### src/rtl/eag_pkg.sv
package eag_pkg;

    typedef enum logic [2:0] {
        AM_DIRECT          = 3'd0,
        AM_PTR_BASE        = 3'd1,
        AM_PTR_INDEX       = 3'd2,
        AM_BASE_DISP       = 3'd3,
        AM_INDEX_DISP      = 3'd4,
        AM_BASE_INDEX      = 3'd5,
        AM_BASE_INDEX_DISP = 3'd6,
        AM_RESERVED        = 3'd7
    } am_e;

    typedef enum logic [1:0] {
        SR_CODE  = 2'd0,
        SR_DATA  = 2'd1,
        SR_STACK = 2'd2,
        SR_EXTRA = 2'd3
    } sr_e;

    function automatic logic am_has_base(input am_e m);
        return (m == AM_PTR_BASE) || (m == AM_BASE_DISP) ||
               (m == AM_BASE_INDEX) || (m == AM_BASE_INDEX_DISP);
    endfunction

    function automatic logic am_has_index(input am_e m);
        return (m == AM_PTR_INDEX) || (m == AM_INDEX_DISP) ||
               (m == AM_BASE_INDEX) || (m == AM_BASE_INDEX_DISP);
    endfunction

    function automatic logic am_has_disp(input am_e m);
        return (m == AM_BASE_DISP) || (m == AM_INDEX_DISP) ||
               (m == AM_BASE_INDEX_DISP);
    endfunction

    function automatic logic am_is_absolute(input am_e m);
        return (m == AM_DIRECT) || (m == AM_RESERVED);
    endfunction

endpackage

### src/rtl/eag_operand_sel.sv
module eag_operand_sel
    import eag_pkg::*;
#(
    parameter int ADDR_W   = 16,
    parameter int NARROW_W = 8
) (
    input  am_e               mode,
    input  logic              base_pick,
    input  logic              index_pick,
    input  logic [ADDR_W-1:0] disp,
    input  logic              disp_wide,
    input  logic [ADDR_W-1:0] bx,
    input  logic [ADDR_W-1:0] bp,
    input  logic [ADDR_W-1:0] si,
    input  logic [ADDR_W-1:0] di,
    output logic [ADDR_W-1:0] base_term,
    output logic [ADDR_W-1:0] index_term,
    output logic [ADDR_W-1:0] disp_term,
    output logic              base_used
);
    localparam int EXT_W = ADDR_W - NARROW_W;

    logic [ADDR_W-1:0] base_val;
    logic [ADDR_W-1:0] index_val;
    logic [ADDR_W-1:0] disp_ext;

    always_comb begin
        base_val  = base_pick  ? bp : bx;
        index_val = index_pick ? di : si;
        disp_ext  = disp_wide ? disp
                              : {{EXT_W{disp[NARROW_W-1]}}, disp[NARROW_W-1:0]};

        base_used  = am_has_base(mode);
        base_term  = am_has_base(mode)  ? base_val  : '0;
        index_term = am_has_index(mode) ? index_val : '0;

        if (am_is_absolute(mode)) begin
            disp_term = disp;
        end else if (am_has_disp(mode)) begin
            disp_term = disp_ext;
        end else begin
            disp_term = '0;
        end
    end

endmodule

### src/rtl/eag_seg_sel.sv
module eag_seg_sel
    import eag_pkg::*;
#(
    parameter int ADDR_W  = 16,
    parameter int NUM_SEG = 4
) (
    input  logic                           base_used,
    input  logic                           base_pick,
    input  logic                           ovr_en,
    input  logic [$clog2(NUM_SEG)-1:0]     ovr_seg,
    input  logic [NUM_SEG-1:0][ADDR_W-1:0] seg_regs,
    output logic [$clog2(NUM_SEG)-1:0]     seg_code,
    output logic [ADDR_W-1:0]              seg_val
);
    localparam int SC_W = $clog2(NUM_SEG);

    logic [SC_W-1:0] dflt_code;

    always_comb begin
        if (base_used && base_pick) begin
            dflt_code = SC_W'(SR_STACK);
        end else begin
            dflt_code = SC_W'(SR_DATA);
        end
        seg_code = ovr_en ? ovr_seg : dflt_code;
        seg_val  = seg_regs[seg_code];
    end

endmodule

### src/rtl/eag_phys_calc.sv
module eag_phys_calc #(
    parameter int ADDR_W    = 16,
    parameter int SEG_SHIFT = 4
) (
    input  logic [ADDR_W-1:0]           base_term,
    input  logic [ADDR_W-1:0]           index_term,
    input  logic [ADDR_W-1:0]           disp_term,
    input  logic [ADDR_W-1:0]           seg_val,
    output logic [ADDR_W-1:0]           ea,
    output logic [ADDR_W+SEG_SHIFT-1:0] phys
);
    localparam int PA_W = ADDR_W + SEG_SHIFT;

    logic [PA_W-1:0] seg_base;

    always_comb begin
        ea       = base_term + index_term + disp_term;
        seg_base = {seg_val, {SEG_SHIFT{1'b0}}};
        phys     = seg_base + {{SEG_SHIFT{1'b0}}, ea};
    end

endmodule

### src/rtl/seg_ea_gen.sv
module seg_ea_gen
    import eag_pkg::*;
#(
    parameter int ADDR_W    = 16,
    parameter int SEG_SHIFT = 4,
    parameter int NARROW_W  = 8,
    parameter bit OUT_REG   = 1'b1
) (
    input  logic                           clk,
    input  logic                           rst_n,
    input  logic [2:0]                     am_mode,
    input  logic                           base_pick,
    input  logic                           index_pick,
    input  logic [ADDR_W-1:0]              disp_in,
    input  logic                           disp_wide,
    input  logic [ADDR_W-1:0]              bx_in,
    input  logic [ADDR_W-1:0]              bp_in,
    input  logic [ADDR_W-1:0]              si_in,
    input  logic [ADDR_W-1:0]              di_in,
    input  logic [ADDR_W-1:0]              cs_in,
    input  logic [ADDR_W-1:0]              ds_in,
    input  logic [ADDR_W-1:0]              ss_in,
    input  logic [ADDR_W-1:0]              es_in,
    input  logic                           ovr_en,
    input  logic [1:0]                     ovr_seg,
    output logic [ADDR_W-1:0]              ea_out,
    output logic [1:0]                     seg_out,
    output logic [ADDR_W+SEG_SHIFT-1:0]    phys_out
);
    localparam int PA_W    = ADDR_W + SEG_SHIFT;
    localparam int NUM_SEG = 4;

    typedef struct packed {
        logic [ADDR_W-1:0] ea;
        logic [1:0]        seg;
        logic [PA_W-1:0]   phys;
    } res_t;

    logic [ADDR_W-1:0]              base_term;
    logic [ADDR_W-1:0]              index_term;
    logic [ADDR_W-1:0]              disp_term;
    logic                           base_used;
    logic [1:0]                     seg_code;
    logic [ADDR_W-1:0]              seg_val;
    logic [ADDR_W-1:0]              ea_c;
    logic [PA_W-1:0]                phys_c;
    logic [NUM_SEG-1:0][ADDR_W-1:0] seg_regs;

    res_t res_d;
    res_t res_q;

    // Segment codes index this array: 0 code, 1 data, 2 stack, 3 extra.
    assign seg_regs = {es_in, ss_in, ds_in, cs_in};

    eag_operand_sel #(
        .ADDR_W   (ADDR_W),
        .NARROW_W (NARROW_W)
    ) u_opsel (
        .mode       (am_e'(am_mode)),
        .base_pick  (base_pick),
        .index_pick (index_pick),
        .disp       (disp_in),
        .disp_wide  (disp_wide),
        .bx         (bx_in),
        .bp         (bp_in),
        .si         (si_in),
        .di         (di_in),
        .base_term  (base_term),
        .index_term (index_term),
        .disp_term  (disp_term),
        .base_used  (base_used)
    );

    eag_seg_sel #(
        .ADDR_W  (ADDR_W),
        .NUM_SEG (NUM_SEG)
    ) u_segsel (
        .base_used (base_used),
        .base_pick (base_pick),
        .ovr_en    (ovr_en),
        .ovr_seg   (ovr_seg),
        .seg_regs  (seg_regs),
        .seg_code  (seg_code),
        .seg_val   (seg_val)
    );

    eag_phys_calc #(
        .ADDR_W    (ADDR_W),
        .SEG_SHIFT (SEG_SHIFT)
    ) u_phys (
        .base_term  (base_term),
        .index_term (index_term),
        .disp_term  (disp_term),
        .seg_val    (seg_val),
        .ea         (ea_c),
        .phys       (phys_c)
    );

    always_comb begin
        res_d      = '0;
        res_d.ea   = ea_c;
        res_d.seg  = seg_code;
        res_d.phys = phys_c;
    end

    generate
        if (OUT_REG) begin : g_reg
            always_ff @(posedge clk or negedge rst_n) begin
                if (!rst_n) begin
                    res_q <= '0;
                end else begin
                    res_q <= res_d;
                end
            end
        end else begin : g_comb
            assign res_q = res_d;
        end
    endgenerate

    assign ea_out   = res_q.ea;
    assign seg_out  = res_q.seg;
    assign phys_out = res_q.phys;

endmodule

### config.mk
export PLATFORM = sky130hd
export DESIGN_NAME = seg_ea_gen
export DESIGN_NICKNAME = d
export VERILOG_FILES = /design/src/rtl/eag_pkg.sv /design/src/rtl/eag_operand_sel.sv /design/src/rtl/eag_seg_sel.sv /design/src/rtl/eag_phys_calc.sv /design/src/rtl/seg_ea_gen.sv
export SDC_FILE = /design/constraint.sdc
export NUM_CORES = 1
export LEC_CHECK = 0
export ABC_AREA = 1
export BUFFER_PORTS_ARGS = -buffer_cell sky130_fd_sc_hd__buf_2
export CORE_MARGIN = 2
export CORE_UTILIZATION = 30
export DETAILED_ROUTE_END_ITERATION = 16
export HOLD_SLACK_MARGIN = 0.05
export PLACE_DENSITY = 0.64
export SYNTH_ARGS = -nofsm -noshare
export SYNTH_HDL_FRONTEND = slang
export SYNTH_SLANG_ARGS = --single-unit
### constraint.sdc
create_clock -name clk -period 0.8 [get_ports clk]
set_input_delay 0.08 -clock clk [delete_from_list [all_inputs] [get_ports clk]]
set_output_delay 0.08 -clock clk [all_outputs]
set_load 0.005 [all_outputs]
==> results.yml, run 1 <==
outcome:
  status: "finished, violations left"
  violations: "setup timing"
synthesis:
  synth_mux_area_frac: 0
  synth_area_per_cell_um2: 6.113
  syn_area_mm2: 0.004347
  syn_nets: 908
  synthDistinctLibCells: 36
  synth-simple-area-share: 0.3961
  synth_top_family_by_area: "simple AND/OR/NAND/NOR gates"
  synth_cells: 711
  synth_compound_area_frac: 0.08693
  synth_xor_area_frac: 0.04231
  ys_ff_latch: 34
  synth_fa_ha_area_frac: 0.1503
  synth-seq-area-share: 0.1957
  yosysWarnings: 0
route:
  wl_um: 15530
  post_drt_wl_per_cell_um: 12.90
  ant_nets: 0
  via_count: 5485
  remaining_drc_errors: 0
  drt_pass1_iterations: 6
  first_iter_violations: 276
  via_per_inst: 4.556
worst_setup_path:
  start_kind: "input port"
  crit_path_top_delay_cell: "fa_1"
  critPathCaptureType: "flop"
  endpoint: "phys_out[18]"
  path_max_fanout: 5
  required_ns: 1.02
  cpPeakStageDelay_ns: 0.41
  cp.arrival_ns: 3.64
  crit_type: "input port to flop"
  critPathLaunch: "am_mode[1]"
layout:
  final_nets: 1222
  final_util: 0.5594
  antenna_cells: 0
  stdcell_count: 1204
  drive_gt1_frac: 0.5098
  areaGrowthSynthToFinish_pct: 80.71
  final_common_cell: "nand2_1"
  final_cell_mix: "nand2_1, buf_2, buf_4, inv_1, nand2_2"
pwr:
  seqPwrFrac: 0.151
  ir_drop_mv: 1.150
  p_sw_frac: 0.4226
  p_switching_mw: 7.607
  leakage_nw: 4.332
  power-per-cell-area_mw_per_mm2: 2291
  p_int_mw: 10.39
  comb_power_share: 0.741
  p_clk_frac: 0.108
timing:
  hold_violations: 0
  min_period_ns: 3.414
  fmax_mhz: 292.9
  slew_viol_final: 0
  fin_ws_ns: -2.614
  hold_ws_ns: 0.1865
  post-route-period-util: 4.267
  setup_viol: 72
  max_slew.worst_pin.slew_ns: 0.4617
  rsz0062_at_grt: "yes"
  max_slew_margin: 0.6922
floorplan:
  dieWidth_um: 124.4
  initial_core_util: 0.3095
  fp-row-count: 43
  die_h_um: 124.4
  io_pins: 193
  fp.dieArea_mm2: 0.01547
  fp.coreArea_mm2: 0.01404
global_routing:
  antenna_found_initial: 0
  grt_pass1_wl_um: 24940
  grt_pass1_vias: 5569
  grt_usage: 0.1955
  gr-total-overflow: 0
  grt_max_degree: 28
cts:
  cts_inserted_buffers: 5
  h-tree-depth: 2
  cts-root-buf: "clkbuf_16"
  cts_tree: "done"
  path_clk_slew_ns: 0.05
  clock-sinks: 34
  clk_path_buf_depth: 2
min_path:
  hold_path_class: "input port to async pin"
run:
  cap_violations: 0
placement:
  place.gp.congestion: 0.8407
  hpwlAfterDp_um: 11960
  io_buffers: 192
  post-place-cells: 1159
==> sequential cells by signal, summed over array words and instances, names as in the netlist <==
| signal | count |
|---|---|
| phys_out | 16 |
| seg_out | 2 |
| ea_out | 16 |
==> per-layer routing <==
metal | vias up | wire, um | track usage
li1 | 2839 | - | -
met1 | 2489 | 6446 | 0.2303
met3 | 19 | 940 | 0.03522
met2 | 138 | 7912 | 0.3642
met4 | 0 | 229 | 0.04891
met5 | - | 0 | 0
==> logic make-up after synthesis <==
logic type / after synthesis
adders and majority gates: 42
and+or+nand+nor: 411
buffers and inverters: 135
xor gates and xnor gates: 21
AOI/OAI and AO/OA: 68
DFF: 34
==> critical path, delay by kind of cell <==
family	cells	cell delay [ns]
AO/OA/AOI/OAI	3	0.34
XOR/XNOR	1	0.21
adder cells (fa/ha/maj)	4	1.17
buffers and inverters	7	0.60
AND/OR/NAND/NOR	14	1.22
==> worst min path at each step <==
stage,cells after the start,startpoint,endpoint
floorplan,0,rst_n,ea_out[0]
global placement,1,rst_n,seg_out[0]
detailed placement,1,rst_n,seg_out[0]
CTS,3,ovr_seg[1],seg_out[1]
global route,3,ovr_seg[1],seg_out[1]
finish,2,rst_n,seg_out[0]
==> timing repair <==
action / CTS / global route
hold endpoints to repair: 34 / 0
hold buffers: 1 / 0
pin swaps: 60 / 61
setup buffers: 28 / 14
endpoints found under the setup margin: 72 / 72
gates cloned: 1 / 0
gates resized for setup: 134 / 99
==> synth_stat cells <==
cell type	number	share of area
nand3b_1	1	0.0017
nand2_1	283	0.24
buf_4	8	0.014
a21oi_1	23	0.026
o211ai_2	1	0.0029
clkbuf_1	10	0.0086
o21a_1	1	0.0017
o21bai_1	1	0.0017
inv_2	2	0.0017
o22ai_1	8	0.012
dfrtp_1	34	0.20
a21oi_2	1	0.0020
nand2_2	6	0.0086
ha_1	25	0.072
buf_6	2	0.0052
nor3_2	1	0.0023
inv_1	108	0.093
o2bb2ai_1	1	0.0020
or2_0	1	0.0014
nand3_1	61	0.070
nor2_2	2	0.0029
xnor2_1	8	0.016
a22o_1	1	0.0020
nor2_4	1	0.0026
nand2_4	4	0.010
o21ai_1	2	0.0023
xor2_1	13	0.026
nor2_1	38	0.033
a32oi_1	1	0.0020
and2_1	1	0.0014
buf_2	3	0.0035
clkinv_2	1	0.0012
nand4_1	12	0.017
inv_4	1	0.0014
o21ai_0	28	0.032
fa_1	17	0.078
==> per-stage QoR <==
step	area (um2)	worst slack [ns]	setup TNS, ns	total power, mW
2_1_floorplan	4736	-2.534	-55.41	8.451
3_3_place_gp	6469	-3.065	-71.32	12.52
3_5_place_dp	6469	-3.104	-71.96	12.60
4_1_cts	7361	-2.651	-60.84	16.49
5_1_grt	7855	-2.819	-66.25	19.50
6_report	7855	-2.614	-61.03	18.00
==> area by class of cell <==
class	instances	area, um2
fillers	1306	6187
multi-input cells	543	3968
repair buffers	329	2200
flip-flops and latches	34	850.8
inverters	112	473.0
well taps	180	225.2
clock buffers	6	138.9
==> power groups by stage <==
stage / Clock, mW / Combinational [mW] / Sequential, mW
floorplan: 0 / 5.58 / 2.87
global placement: 0 / 9.79 / 2.73
detailed placement: 0 / 9.85 / 2.75
CTS: 1.97 / 11.8 / 2.73
global route: 2.05 / 14.6 / 2.81
finish: 1.94 / 13.3 / 2.72
Power figures use the tool's default switching activity.
==> run 2: changes to the inputs <==
Settings changed: ABC_AREA 1 to not set, CTS_CLUSTER_SIZE set to 14, PLACE_DENSITY 0.64 to 0.65, SLEW_MARGIN set to 15.
==> run 2 against run 1 <==
Compared with the run above:
- power is 10% lower
- the run still ends with setup timing left
- routed wire length fell by 14%
- area after synthesis is 7.1% lower
- clock power fell by 3%
==> results.yml, run 2 <==
outcome:
  status: "finished, violations left"
  violations: "setup timing"
synthesis:
  synth_area_per_cell_um2: 8.575
  ys_ff_latch: 34
  synth-simple-area-share: 0.1924
  synthDistinctLibCells: 72
  syn_area_mm2: 0.004039
  async_flop_share: 1.000
  synth_commonest_cells: "nand2_1, dfrtp_1, inv_1"
  synth-seq-area-share: 0.2107
  synth_top_family_by_area: "compound AO/OA/AOI/OAI gates"
  synth_cells: 471
  synth_edf_count: 0
  yosysTopAreaCellShare: 0.2107
  synth.largest_area_cell: "dfrtp_1"
  synth_fa_ha_area_frac: 0.1617
  synth_xor_area_frac: 0.06072
  synth.top_cells.by_area: "dfrtp_1, fa_1, ha_1, mux2_2, nand2_1"
  synth_compound_area_frac: 0.1970
  syn_nets: 668
  synth_mux_area_frac: 0.1171
  yosysMostFrequentCell: "nand2_1"
  yosysWarnings: 0
  synth_flop_cell: "dfrtp_1"
floorplan:
  fp.dieArea_mm2: 0.01441
  fp-row-count: 42
  io_pins: 193
  die_h_um: 120.0
  fp.coreArea_mm2: 0.01319
  initial_core_util: 0.3062
  dieWidth_um: 120.0
route:
  wl_um: 13350
  first_iter_violations: 177
  via_count: 4573
  drt_pass1_iterations: 4
  via_per_inst: 4.629
  post_drt_wl_per_cell_um: 13.51
  remaining_drc_errors: 0
  ant_nets: 0
timing:
  max_slew_margin: 0.6493
  rsz0062_at_grt: "yes"
  fmax_mhz: 251.2
  hold_violations: 0
  fin_ws_ns: -3.181
  max_slew.worst_pin.slew_ns: 0.5127
  post-route-period-util: 4.976
  min_period_ns: 3.981
  slew_viol_final: 0
  setup_viol: 72
  finalSetupTns_ns: -67.95
worst_setup_path:
  path_max_fanout: 6
  critPathCaptureType: "flop"
  start_kind: "input port"
  required_ns: 0.94
  crit_type: "input port to flop"
  cp.arrival_ns: 4.12
pwr:
  power-per-cell-area_mw_per_mm2: 2210
  p_switching_mw: 5.992
  p_sw_frac: 0.3708
  leakage_nw: 3.683
  comb_power_share: 0.713
  p_int_mw: 10.17
  ir_drop_mv: 0.9650
  seqPwrFrac: 0.171
  p_clk_frac: 0.116
run:
  cap_violations: 0
cts:
  h-tree-depth: 2
  cts_tree: "done"
  clk_path_buf_depth: 2
  path_clk_slew_ns: 0.05
  cts-root-buf: "clkbuf_16"
  cts_inserted_buffers: 5
  clock-sinks: 34
global_routing:
  gr-total-overflow: 0
  grt_usage: 0.1800
  antenna_found_initial: 0
  grt_pass1_wl_um: 21160
  grt_pass1_vias: 4604
  grt_max_degree: 35
layout:
  final_nets: 1008
  areaGrowthSynthToFinish_pct: 81.01
  final_util: 0.5543
  multiInputGateArea_mm2: 0.003581
  regArea_um2: 850.8
  fin_area_mm2: 0.007311
  fillers: 1220
  antenna_cells: 0
  final_cell_mix: "buf_2, buf_4, nand2_1, dfrtp_1, buf_6"
  drive_gt1_frac: 0.6145
  final_common_cell: "buf_2"
placement:
  post-place-ws_ns: -3.630
  io_buffers: 192
  place.gp.congestion: 0.8642
  hpwlAfterDp_um: 10680
  placed_cell_area_mm2: 0.006211
min_path:
  hold_path_class: "input port to flop"
-- run 2: changes by cell type after synthesis, sizes merged, moves of 12 or more --
cell / change
mux2: +26
o21ai: -12
nor2: -17
nand3: -51
mux2i: +18
inv: -77
nand2: -216
a31oi: +12
-- run 2: what timing repair did --
| action | CTS | global route |
|---|---|---|
| buffers inserted | 29 | 24 |
| hold endpoints to repair | 34 | 0 |
| pin swaps | 46 | 44 |
| gates resized for setup | 72 | 53 |
| setup endpoints to repair | 72 | 72 |
| hold buffers | 1 | 0 |
| cloned | 1 | 0 |
-- run 2: critical path, cell delays in order --
cell      delay (ns)
buf_8           0.11
and3b_4         0.28
or2_4           0.19
nand2_4         0.06
fa_1            0.48
inv_2           0.08
ha_4            0.13
inv_2           0.03
fa_2            0.32
nand2b_4        0.17
nand2b_4        0.08
a21oi_4         0.07
xnor2_4         0.20
buf_6           0.14
ha_4            0.19
a21o_1          0.18
a21oi_2         0.15
nor2b_2         0.06
o31a_1          0.25
o22a_1          0.18
o211ai_1        0.13
a31oi_2         0.16
a41o_1          0.24
xor2_1          0.16
-- run 2: metal layers --
layer | GRT usage | wire length [um] | part of all wire
met1 | 0.2294 | 5746 | 0.43
met2 | 0.3260 | 6629 | 0.50
met3 | 0.02329 | 810 | 0.061
met4 | 0.03309 | 165 | 0.012
met5 | 0 | 0 | 0
-- run 2: cell type report --
type	instances	share of cell area
repair inverters	1	0.001198
inverters	34	0.01848
repair buffers	353	0.3238
clock buffers	7	0.01951
clock inverters	1	0.0006846
multi-input cells	382	0.4898
well taps	176	0.03012
flip-flops and latches	34	0.1164
-- run 2: final timing paths --
path                             from            to  slack, ns  depth (start not counted)
max in group asynchronous       rst_n     ea_out[8]       0.32                          3
min in group asynchronous       rst_n  phys_out[18]       0.30                          3
hold / removal              ds_in[15]  phys_out[19]       0.25                          4
setup / recovery           am_mode[0]  phys_out[19]      -3.18                         24
-- run 2: cell families after synthesis --
family | Yosys count
AO/OA/AOI/OAI | 105
XOR/XNOR | 28
adder cells (fa/ha/maj) | 42
buffers and inverters | 55
flip-flops | 34
multiplexers | 44
AND/OR/NAND/NOR | 163
-- run 2: through the flow --
| stage | power, mW | hold slack (ns) | instances |
|---|---|---|---|
| after global routing | 17.48 | 0.2773 | 988 |
| after CTS | 15.37 | 0.2576 | 966 |
| after detailed placement | 12.44 | 0.05187 | 931 |
| after floorplan | 8.402 | -0.2156 | 471 |
| after global placement | 12.35 | 0.05615 | 931 |
| final | 16.16 | 0.2503 | 988 |
-- run 2: power by group through the flow --
stage | Clock (mW) | Combinational [mW] | Sequential, mW
global placement | 0 | 9.55 | 2.80
detailed placement | 0 | 9.64 | 2.81
global route | 2.02 | 12.6 | 2.85
CTS | 1.93 | 10.7 | 2.78
finish | 1.88 | 11.5 | 2.76
floorplan | 0 | 5.52 | 2.89
